==> config.mk <==
export PLATFORM = sky130hd
export DESIGN_NAME = fifo_rd_stage
export DESIGN_NICKNAME = d
export VERILOG_FILES = /design/src/rtl/frs_pkg.sv /design/src/rtl/frs_store.sv /design/src/rtl/frs_avail.sv /design/src/rtl/frs_outreg.sv /design/src/rtl/fifo_rd_stage.sv
export SDC_FILE = /design/constraint.sdc
export NUM_CORES = 1
export LEC_CHECK = 0
export ABC_AREA = 1
export BUFFER_PORTS_ARGS = -buffer_cell sky130_fd_sc_hd__buf_2
export CAP_MARGIN = 20
export CORE_MARGIN = 2
export CORE_UTILIZATION = 60
export DETAILED_ROUTE_END_ITERATION = 8
export MAX_ROUTING_LAYER = met4
export PLACE_DENSITY = 0.79
export SLEW_MARGIN = 20
export SYNTH_ARGS = -nofsm -noshare
export SYNTH_HDL_FRONTEND = slang
export SYNTH_SLANG_ARGS = --single-unit
export TNS_END_PERCENT = 20
==> constraint.sdc <==
create_clock -name clk -period 2.67 [get_ports clk]
set_clock_uncertainty 0.1 [all_clocks]
set_input_delay 0.267 -clock clk [delete_from_list [all_inputs] [get_ports clk]]
set_output_delay 0.267 -clock clk [all_outputs]
set_load 0.01 [all_outputs]
==> src/rtl/frs_pkg.sv <==
package frs_pkg;

  typedef enum logic {
    MODE_STD  = 1'b0,
    MODE_FWFT = 1'b1
  } frs_mode_e;

  // next occupancy of the storage array
  function automatic int unsigned occ_next(int unsigned occ, logic push, logic pop);
    return occ + (push ? 1 : 0) - (pop ? 1 : 0);
  endfunction

  // pointer advance with wrap at the array depth
  function automatic int unsigned ptr_next(int unsigned ptr, int unsigned depth);
    return (ptr == depth - 1) ? 0 : ptr + 1;
  endfunction

endpackage

==> src/rtl/frs_store.sv <==
module frs_store #(
  parameter int W     = 8,
  parameter int DEPTH = 8,
  localparam int AW   = (DEPTH > 1) ? $clog2(DEPTH) : 1,
  localparam int CW   = $clog2(DEPTH + 1)
) (
  input  logic          clk,
  input  logic          rst_n,
  input  logic          wr_en,
  input  logic [W-1:0]  wr_data,
  input  logic          pop,
  output logic [W-1:0]  head_data,
  output logic [CW-1:0] occ,
  output logic [CW-1:0] occ_nxt
);
  import frs_pkg::*;

  localparam logic [CW-1:0] FULL_OCC = CW'(DEPTH);

  logic [W-1:0]  mem [DEPTH];
  logic [AW-1:0] wr_ptr, rd_ptr;
  logic          wr_acc;

  assign wr_acc    = wr_en && (occ != FULL_OCC);
  assign occ_nxt   = CW'(occ_next(32'(occ), wr_acc, pop));
  assign head_data = mem[rd_ptr];

  always_ff @(posedge clk) begin
    if (!rst_n) begin
      wr_ptr <= '0;
      rd_ptr <= '0;
      occ    <= '0;
    end else begin
      occ <= occ_nxt;
      if (wr_acc) wr_ptr <= AW'(ptr_next(32'(wr_ptr), DEPTH));
      if (pop)    rd_ptr <= AW'(ptr_next(32'(rd_ptr), DEPTH));
    end
  end

  always_ff @(posedge clk) begin
    if (wr_acc) mem[wr_ptr] <= wr_data;
  end

  AST_NO_OVERFLOW: assert property (@(posedge clk) disable iff (!rst_n)
    occ <= FULL_OCC);
  AST_NO_UNDERFLOW: assert property (@(posedge clk) disable iff (!rst_n)
    pop |-> occ != '0);
endmodule

==> src/rtl/frs_avail.sv <==
module frs_avail #(
  parameter int CW = 4
) (
  input  logic          clk,
  input  logic          rst_n,
  input  logic [CW-1:0] occ,
  input  logic [CW-1:0] occ_nxt,
  output logic          avail_q
);
  // set one edge after the array becomes non-empty, cleared at the edge that empties it
  always_ff @(posedge clk) begin
    if (!rst_n) avail_q <= 1'b0;
    else        avail_q <= (occ != '0) && (occ_nxt != '0);
  end

  AST_AVAIL_SAFE: assert property (@(posedge clk) disable iff (!rst_n)
    avail_q |-> occ != '0);
endmodule

==> src/rtl/frs_outreg.sv <==
module frs_outreg #(
  parameter int W = 8
) (
  input  logic            clk,
  input  logic            rst_n,
  input  frs_pkg::frs_mode_e mode,
  input  logic            avail_q,
  input  logic            rd_en_n,
  input  logic [W-1:0]    head_data,
  output logic            pop,
  output logic [W-1:0]    data_q,
  output logic            flag_n
);
  import frs_pkg::*;

  logic valid_q;
  logic rd_req;
  logic drop_valid;

  assign rd_req = !rd_en_n;

  always_comb begin
    pop        = 1'b0;
    drop_valid = 1'b0;
    if (mode == MODE_STD) begin
      pop = rd_req && avail_q;
    end else begin
      pop        = avail_q && (!valid_q || rd_req);
      drop_valid = valid_q && rd_req && !avail_q;
    end
  end

  always_ff @(posedge clk) begin
    if (!rst_n) begin
      data_q  <= '0;
      valid_q <= 1'b0;
    end else begin
      if (pop) data_q <= head_data;
      if (mode == MODE_FWFT) begin
        if (pop)             valid_q <= 1'b1;
        else if (drop_valid) valid_q <= 1'b0;
      end
    end
  end

  assign flag_n = (mode == MODE_STD) ? avail_q : !valid_q;

  AST_STD_BLOCKED: assert property (@(posedge clk) disable iff (!rst_n)
    (mode == MODE_STD && !flag_n) |=> $stable(data_q));
  AST_FWFT_READY_WITH_DATA: assert property (@(posedge clk) disable iff (!rst_n)
    (mode == MODE_FWFT && $fell(flag_n)) |-> $past(pop));
  AST_FWFT_RISE_ON_READ: assert property (@(posedge clk) disable iff (!rst_n)
    (mode == MODE_FWFT && $rose(flag_n)) |-> $past(!rd_en_n));
  AST_FWFT_HOLD_LAST: assert property (@(posedge clk) disable iff (!rst_n)
    (mode == MODE_FWFT && $rose(flag_n)) |-> $stable(data_q));
endmodule

==> src/rtl/fifo_rd_stage.sv <==
module fifo_rd_stage #(
  parameter int W     = 8,
  parameter int DEPTH = 8,
  localparam int CW   = $clog2(DEPTH + 1)
) (
  input  logic         clk,
  input  logic         rst_n,
  input  logic         fwft_mode_i,
  input  logic         wr_en_i,
  input  logic [W-1:0] wr_data_i,
  input  logic         rd_en_n_i,
  output logic [W-1:0] rd_data_o,
  output logic         flag_n_o
);
  import frs_pkg::*;

  frs_mode_e      mode_q;
  logic [W-1:0]   head_data;
  logic [CW-1:0]  occ, occ_nxt;
  logic           avail_q;
  logic           pop;

  always_ff @(posedge clk) begin
    if (!rst_n) mode_q <= fwft_mode_i ? MODE_FWFT : MODE_STD;
  end

  frs_store #(.W(W), .DEPTH(DEPTH)) u_store (
    .clk(clk), .rst_n(rst_n), .wr_en(wr_en_i), .wr_data(wr_data_i),
    .pop(pop), .head_data(head_data), .occ(occ), .occ_nxt(occ_nxt)
  );

  frs_avail #(.CW(CW)) u_avail (
    .clk(clk), .rst_n(rst_n), .occ(occ), .occ_nxt(occ_nxt), .avail_q(avail_q)
  );

  frs_outreg #(.W(W)) u_out (
    .clk(clk), .rst_n(rst_n), .mode(mode_q), .avail_q(avail_q),
    .rd_en_n(rd_en_n_i), .head_data(head_data), .pop(pop),
    .data_q(rd_data_o), .flag_n(flag_n_o)
  );

  AST_MODE_FROZEN: assert property (@(posedge clk) disable iff (!rst_n)
    rst_n |=> $stable(mode_q));
endmodule

## Yosys cells after proc, flatten, opt, wreduce, memory -nomap -nowiden

Memory sizes are Yosys's and may differ from the RTL's. A register that Yosys moved wholly into a read port is not among the register bits.
Index checks and enable logic that the tools add are counted.

| storage, ports and cells | value |
|---|---|
| register bits after elaboration | 13 |
| bits in latches | 0 |
| memory bits (writable) | 64 |
| bits in read-only memories | 0 |
| input bits | 13 |
| output and inout bits | 9 |
| memories kept | 1 |

| operators by class | value |
|---|---|
| add/sub/neg operators | 4 |
| multipliers | 0 |
| divide/modulo/power cells | 0 |
| $lt $le $gt $ge | 0 |
| eq/ne operators | 3 |
| shift operators | 0 |
| muxes and demuxes | 12 |
| bitwise logic cells | 0 |
| reduce and logical (&&, ||, !) cells | 15 |

Memory list:

| memory | words | bits a word | rd ports | clocked after memory_dff | write ports | RTL line | text |
|---|---|---|---|---|---|---|---|
| u_store.mem | 8 | 8 | 1 | 1 | 1 | frs_store.sv:20 | `logic [W-1:0] mem [DEPTH];` |

Operators by type and width:

| kind | count |
|---|---|
| $mux 1 | 10 |
| $reduce_bool 4->1 | 2 |
| $add 3x1->3 const B | 2 |
| $eq 3x3->1 const B | 2 |
| $logic_and 1x1->1 | 6 |
| $mux 3 | 2 |
| $add 4x4->4 | 1 |
| $logic_not 1->1 | 4 |
| $ne 4x4->1 const B | 1 |
| $sub 4x4->4 | 1 |
| $reduce_and 2->1 | 1 |
| $reduce_bool 2->1 | 1 |
| $logic_or 1x1->1 | 1 |

## Logic depth before layout (Yosys ltp)

Gate-level depths: netlist of run 1.

| depth | value |
|---|---|
| depth after elaboration | 8 |
| mapped depth | 14 |
| depth with buffers taken out | 14 |

## Modules after synthesis

From an unflattened synthesis of run 1, not the netlist that was laid out.

| unflattened totals | value |
|---|---|
| cells, all modules | 445 |
| area, all modules | 4108.9 um^2 |

Modules (own cells, without submodules):

| module | instances | cells each | area each (um^2) | seq. area each (um^2) |
|---|---|---|---|---|
| frs_store | 1 | 367 | 3550.9 | 2182.1 |
| frs_outreg | 1 | 63 | 459.2 | 180.2 |
| frs_avail | 1 | 13 | 65.1 | 20.0 |
| fifo_rd_stage | 1 | 2 | 33.8 | 30.0 |

## Worst setup path after synthesis of run 1

OpenSTA, ideal clock, no wires.

| timing path | value |
|---|---|
| path kind | register to register |
| start | register mode_q |
| end | register u_avail.avail_q |
| setup time | 0.109 ns |
| data arrival time | 2.078 ns |
| setup slack | 0.383 ns |
| cell stages (with the launch flop) | 15 |
| path buffers | 0 |
| period minus slack after synthesis | 2.287 ns |
| cell sequence | edfxtp_1 inv_2 or2_4 nand2_4 nand2_4 clkinv_4 ha_1 inv_1 ha_1 fa_1 xor2_1 nor3_1 nand3_1 nand2_1 inv_1 |

| between the ends | value |
|---|---|
| cells in the longest elaborated chain, start to end | 5 |

Ends and longest elaborated chain:

| element | RTL line | text |
|---|---|---|
| start: declaration | fifo_rd_stage.sv:17 | `frs_mode_e mode_q;` |
| start signal: assignment | fifo_rd_stage.sv:24 | `if (!rst_n) mode_q <= fwft_mode_i ? MODE_FWFT : MODE_STD;` |
| $mux 1 | frs_outreg.sv:25 | `if (mode == MODE_STD) begin` |
| via pop | fifo_rd_stage.sv:21 | `logic pop;` |
| $mux 1 | frs_pkg.sv:10 | `return occ + (push ? 1 : 0) - (pop ? 1 : 0);` |
| $sub 4x4->4 | frs_pkg.sv:10 |  |
| $reduce_bool 4->1 | frs_avail.sv:13 | `else avail_q <= (occ != '0) && (occ_nxt != '0);` |
| $logic_and 1x1->1 | frs_avail.sv:13 |  |
| end signal: assignment | frs_avail.sv:13 |  |
| end: declaration | frs_avail.sv:8 | `output logic avail_q` |

The timed path passes the listed nets, and every way through them passes these cells.
A chain may end at the register's enable or synchronous reset.

## Final worst setup path of run 1

Same ends and word-level chain as after synthesis.

==> out/qor.csv, run 1 <==
metric,value,unit
run status,finished clean,
routed via count divided by cell count,5.24,
Max Fanout on Critical Path,15,
I/O pin count,22,
clock-pin slew on the worst setup and hold paths,0.09,ns
number of inserted filler cells in the final layout,465,
Crit. path cell count,14,
Required @ worst endpoint,2.83,ns
met3 Resource Use GR,4.57,%
slack of the worst reg-to-reg path,0.16,ns
Place WS,0.151,ns
Crit. End Element,flip-flop,
sink count of the clock tree,85,
drt first pass iters,5,
maximum root-to-sink buffer count,2,
"synthesized-area fraction occupied by ao, oa, aoi and oai cells",3.25,%
max-slew violation total from the final report,0,
R2R Path End,u_avail.avail_q,
Total Negative Setup Slacks,0,ns
Lkg Pwr,1.81,nW
count of mapped cells out of synthesis,373,
f_max,398,MHz
Overflow after GRT,0,
Routed wire per std cell,14.8,um
number of buffers inserted by post-CTS setup repair,0,
type of the setup path with the least slack,reg -> reg,
Register-to-Register Path Depth,14,
top cell family by delay on the critical path,adder cells,
cell count of the worst hold path,1,
hold worst-path end,u_store.mem[4][6],
fraction of met1 tracks used by global routing,30.5,%
RSZ-0062 raised after global routing,false,
"Warnings, synthesis",0,
global-route wire length before repair,11600,um
post-synthesis sequential area ratio,63.1,%
power density cells,860,mW/mm2
Worst-Margin Slew,0.496,ns
Antenna Cells,0,
fin cells,483,
final critical-path setup slack,0.157,ns
CP max stage delay,0.41,ns
net count reported at finish,427,
dominant combinational cell family by area after synthesis,simple AND/OR/NAND/NOR gates,
synthesized area divided by synthesized cell count,10.0,um2
crit path cell chain,inv_2 > or2_4 > nand2_4 > nand2_8 > clkinv_4 > ha_1 > inv_1 > ha_1 > fa_1 > xor2_1 > nor3_1 > nand3_1 > nand2_1 > inv_1,
setup-violating endpoint count in the final report,0,
die area,0.00686,mm2
total buffers and inverters traversed by the critical path,4,
final count of hold timing violations,0,
starting density of the core,62.6,%
post-route ant nets,0,
Multi-input gate area,0.00101,mm2
data arrival time of the critical path,2.67,ns
Total Routing Usage GR,23.0,%
via count of the first global-routing pass,2410,
number of input and output port buffers inserted,21,
Hold Startpoint,wr_data_i[6],
mux share of post-synthesis cell area,0,%
clock insertion delay at the later pin of the skew report,0.35,ns
Synthesized Nets,397,
max-cap violations,0,
startpoint of the most critical register-to-register path,mode_q,
TritonCTS clock tree,yes,
core area,0.00596,mm2
maximum number of pins on one net before global-route repair,36,
DR iter-0 viols,182,
"commonest cells after routing, fill and taps aside","102 x sky130_fd_sc_hd__nand2_1, 65 x sky130_fd_sc_hd__edfxtp_1, 64 x sky130_fd_sc_hd__inv_1",
master cell of the clock root buffer,sky130_fd_sc_hd__clkbuf_8,
most common library cell in the layout ignoring fill and taps,sky130_fd_sc_hd__nand2_1,
Slowest cell on crit path,sky130_fd_sc_hd__edfxtp_1,
count of H-tree levels built during CTS,3,
period utilization,94.1,%
met2 demand-to-capacity share in global routing,35.2,%
number of cells after detailed placement,466,
area share of fa/ha/maj cells after synthesis,3.89,%
Routed WL,7170,um
dpl hpwl,4640,um
Placer Congestion,0.859,
area of all sequential standard cells,0.00235,mm2
synthesis-to-finish area growth,9.86,%
headroom to the max-slew limit,66.8,%
number of remaining DRC errors,0,
worst min path class,in -> reg,
"Cell Area, Synth",0.00373,mm2
initial antenna violation count,0,
simple-gate share of the synthesized area,19.5,%
die span in x,82.8,um
routed via count,2531,
layout cell share with drive strength beyond 1,13.5,%
most congested layer reported by global routing,met2,
startpoint class of the critical path,flip-flop,
worst IR drop on VDD,0.643,mV
Die Y,82.8,um
number of clock buffers inserted by TritonCTS,9,
flop and latch count out of synthesis,85,
number of placement rows,28,
crit path time final,2.51,ns
post-synthesis cell type count,26,
fraction of synthesized cell area in xor and xnor cells,0.235,%
[worst max path at each step]
stage               startpoint               to  slack, ns
detailed placement      mode_q  u_avail.avail_q       0.15
CTS                     mode_q  u_avail.avail_q       0.10
global route            mode_q  u_avail.avail_q       0.03
floorplan               mode_q  u_avail.avail_q       0.38
global placement        mode_q  u_avail.avail_q       0.20
finish                  mode_q  u_avail.avail_q       0.16
[cells in the mapped netlist (all sizes together)]
library cell,n,area [um2]
o21ai,7,35.0
nand2,104,405
and3,1,6.26
dfxtp,20,400
clkbuf,1,3.75
a31oi,1,6.26
ha,10,125
nor2,11,41.3
a21oi,16,80.1
inv,66,250
or2,2,15.0
xor2,1,8.76
nor3,1,5.00
fa,1,20.0
clkinv,3,17.5
edfxtp,65,1950
buf,12,103
nand3,51,255
[state kept, by name, indices dropped and copies added (netlist names)]
name and count:
mode_q 1, u_avail.avail_q 1, u_out.data_q 8, u_out.valid_q 1, u_store.mem 64, u_store.occ 4
u_store.rd_ptr 3, u_store.wr_ptr 3
[per-stage QoR]
stage	util (%)	instance area, um2	hold WS, ns	power, mW
2_1_floorplan	-	3730	0.265	2.46
3_3_place_gp	65.4	3900	0.349	2.65
3_5_place_dp	65.4	3900	0.358	2.69
4_1_cts	68.7	4090	0.0723	3.52
5_1_grt	68.8	4100	0.0829	3.74
6_report	68.8	4100	0.0844	3.53
[worst reg2reg max path, cell delays in order (launching register included)]
cell and delay [ns]:
sky130_fd_sc_hd__edfxtp_1 0.41, sky130_fd_sc_hd__inv_2 0.08, sky130_fd_sc_hd__or2_4 0.12, sky130_fd_sc_hd__nand2_4 0.06, sky130_fd_sc_hd__nand2_8 0.11, sky130_fd_sc_hd__clkinv_4 0.11, sky130_fd_sc_hd__ha_1 0.29, sky130_fd_sc_hd__inv_1 0.04
sky130_fd_sc_hd__ha_1 0.22, sky130_fd_sc_hd__fa_1 0.38, sky130_fd_sc_hd__xor2_1 0.16, sky130_fd_sc_hd__nor3_1 0.14, sky130_fd_sc_hd__nand3_1 0.09, sky130_fd_sc_hd__nand2_1 0.06, sky130_fd_sc_hd__inv_1 0.03
[final cells by class]
type / instances / area share (%)
Sequential cell: 85 / 57.4
Timing Repair Buffer: 32 / 4.64
Clock buffer: 9 / 3.02
Multi-Input combinational cell: 206 / 24.7
Tap cell: 75 / 2.29
Inverter: 69 / 6.53
Clock inverter: 7 / 1.40
[power by group]
group | internal (mW) | switching [mW]
registers | 1.58 | 0.0866
logic | 0.363 | 0.667
clock network | 0.350 | 0.478
total | 2.29 | 1.23
[logic make-up (layout without fill, tap and decap cells)]
kind of cell	Yosys count	count (layout)
flops	85	85
simple gates	170	170
compound gates	24	24
xor+xnor	1	1
fa+ha+maj	11	11
buf+inv	82	117
[routing by layer]
metal,vias to the layer above,routed length [um]
met4,0,155
met2,110,3540
li1,1259,-
met5,-,0
met1,1148,2990
met3,14,480
[timing repair]
action | 4_1_cts | 5_1_grt
setup endpoints to repair | 0 | 1
hold buffers | 1 | 0
endpoints found under the hold margin | 1 | 0
gates resized for setup | 0 | 1
(Power assumes the default switching activity.)
==> run 2, diff against run 1 <==
==> constraint.sdc (replaced) <==
create_clock -name clk -period 2.67 [get_ports clk]
set_clock_uncertainty 0.1 [all_clocks]
set_input_delay 0.1335 -clock clk [delete_from_list [all_inputs] [get_ports clk]]
set_output_delay 0.1335 -clock clk [all_outputs]
set_load 0.01 [all_outputs]
==> out/qor.csv, run 2 (same netlist as run 1, synthesis figures left out) <==
metric,value,unit
Die Y,82.8,um
layout cell share with drive strength beyond 1,12.9,%
number of input and output port buffers inserted,21,
max-slew violation total from the final report,0,
number of remaining DRC errors,0,
dpl hpwl,4380,um
number of inserted filler cells in the final layout,454,
maximum number of pins on one net before global-route repair,36,
worst min path class,in -> reg,
routed via count divided by cell count,5.10,
most common library cell in the layout ignoring fill and taps,sky130_fd_sc_hd__nand2_1,
setup-violating endpoint count in the final report,0,
Total Routing Usage GR,22.2,%
Multi-input gate area,0.00100,mm2
Total Negative Setup Slacks,0,ns
top flop regs,"u_store.mem: 64 flops, u_out.data_q: 8 flops, u_store.occ: 4 flops",
die span in x,82.8,um
I/O pin count,22,
global-route wire length before repair,11300,um
via count of the first global-routing pass,2386,
final count of hold timing violations,0,
synthesis-to-finish area growth,12.2,%
type of the setup path with the least slack,reg -> reg,
Placer Congestion,0.932,
core area,0.00596,mm2
final critical-path setup slack,0.266,ns
clock-pin slew on the worst setup and hold paths,0.08,ns
maximum root-to-sink buffer count,2,
period utilization,90.0,%
master cell of the clock root buffer,sky130_fd_sc_hd__clkbuf_8,
run status,finished clean,
data arrival time of the critical path,2.55,ns
TritonCTS clock tree,yes,
die area,0.00686,mm2
Max Fanout on Critical Path,9,
max-cap violations,0,
Overflow after GRT,0,
Largest register FFs,64,
area of all sequential standard cells,0.00235,mm2
startpoint class of the critical path,flip-flop,
drt first pass iters,4,
starting density of the core,62.6,%
Place WS,0.294,ns
Required @ worst endpoint,2.82,ns
power density cells,832,mW/mm2
count of H-tree levels built during CTS,3,
net count reported at finish,437,
sink count of the clock tree,85,
number of clock buffers inserted by TritonCTS,9,
number of placement rows,28,
Antenna Cells,0,
Crit. End Element,flip-flop,
Routed WL,6860,um
initial antenna violation count,0,
headroom to the max-slew limit,70.3,%
register containing the most flip-flops in the final layout,u_store.mem,
clock insertion delay at the later pin of the skew report,0.34,ns
post-route ant nets,0,
Lkg Pwr,1.86,nW
f_max,416,MHz
RSZ-0062 raised after global routing,false,
crit path time final,2.40,ns
Post-Route Utilization,70.3,%
worst IR drop on VDD,0.472,mV
routed via count,2514,
number of buffers inserted by post-CTS setup repair,0,
slack of the worst reg-to-reg path,0.27,ns
DR iter-0 viols,170,
"commonest cells after routing, fill and taps aside","102 x sky130_fd_sc_hd__nand2_1, 65 x sky130_fd_sc_hd__edfxtp_1, 64 x sky130_fd_sc_hd__inv_1",
Routed wire per std cell,13.9,um
Worst-Margin Slew,0.445,ns
run 2: routing by layer:
layer / wire length, um / global-route usage, % / vias to the layer above
met5: 0 / - / -
met4: 59 / 7.30 / 0
met3: 526 / 5.17 / 4
met2: 3380 / 34.1 / 78
met1: 2890 / 29.5 / 1152
li1: - / - / 1280
run 2: area by class of cell:
type,count,share of cell area [%]
Sequential cell,85,56.2
Multi-Input combinational cell,206,24.0
Timing Repair Buffer,42,6.88
Inverter,69,6.40
Clock buffer,13,3.80
Tap cell,75,2.24
Clock inverter,3,0.508
run 2: power breakdown:
group | internal, mW | total [mW] | leakage [nW] | switching, mW
clock | 0.390 | 0.807 | 0.0896 | 0.418
combinational | 0.370 | 1.02 | 1.01 | 0.646
sequential | 1.58 | 1.66 | 0.755 | 0.0791
run 2: final timing paths:
path / from / to / depth (start not counted)
hold / removal: rd_en_n_i / u_out.valid_q / 3
hold reg to reg: u_out.data_q[4] / u_out.data_q[4] / 2
setup / recovery: mode_q / u_avail.avail_q / 14
setup reg to reg: mode_q / u_avail.avail_q / 14
run 2: metrics by stage:
stage	cells	cell area, um2	hold slack (ns)	total power, mW
after global routing	493	4190	0.0394	3.71
after detailed placement	467	3910	0.233	2.69
after floorplan	373	3730	0.131	2.46
after CTS	493	4190	0.0337	3.50
after global placement	467	3910	0.231	2.65
final	493	4190	0.0363	3.48
run 2: worst max-delay path: stages, from the launching register on:
cell and delay [ns]:
sky130_fd_sc_hd__edfxtp_1 0.40, sky130_fd_sc_hd__inv_2 0.08, sky130_fd_sc_hd__or2_4 0.12, sky130_fd_sc_hd__nand2_4 0.04, sky130_fd_sc_hd__nand2_4 0.06, sky130_fd_sc_hd__clkinv_4 0.10, sky130_fd_sc_hd__ha_1 0.28, sky130_fd_sc_hd__inv_1 0.04
sky130_fd_sc_hd__ha_1 0.21, sky130_fd_sc_hd__fa_1 0.38, sky130_fd_sc_hd__xor2_1 0.17, sky130_fd_sc_hd__nor3_1 0.14, sky130_fd_sc_hd__nand3_1 0.09, sky130_fd_sc_hd__nand2_1 0.06, sky130_fd_sc_hd__inv_1 0.03
run 2: timing repair:
action,CTS,global route
hold buffers,10,0
gates resized for setup,0,0
hold endpoints to repair,68,0
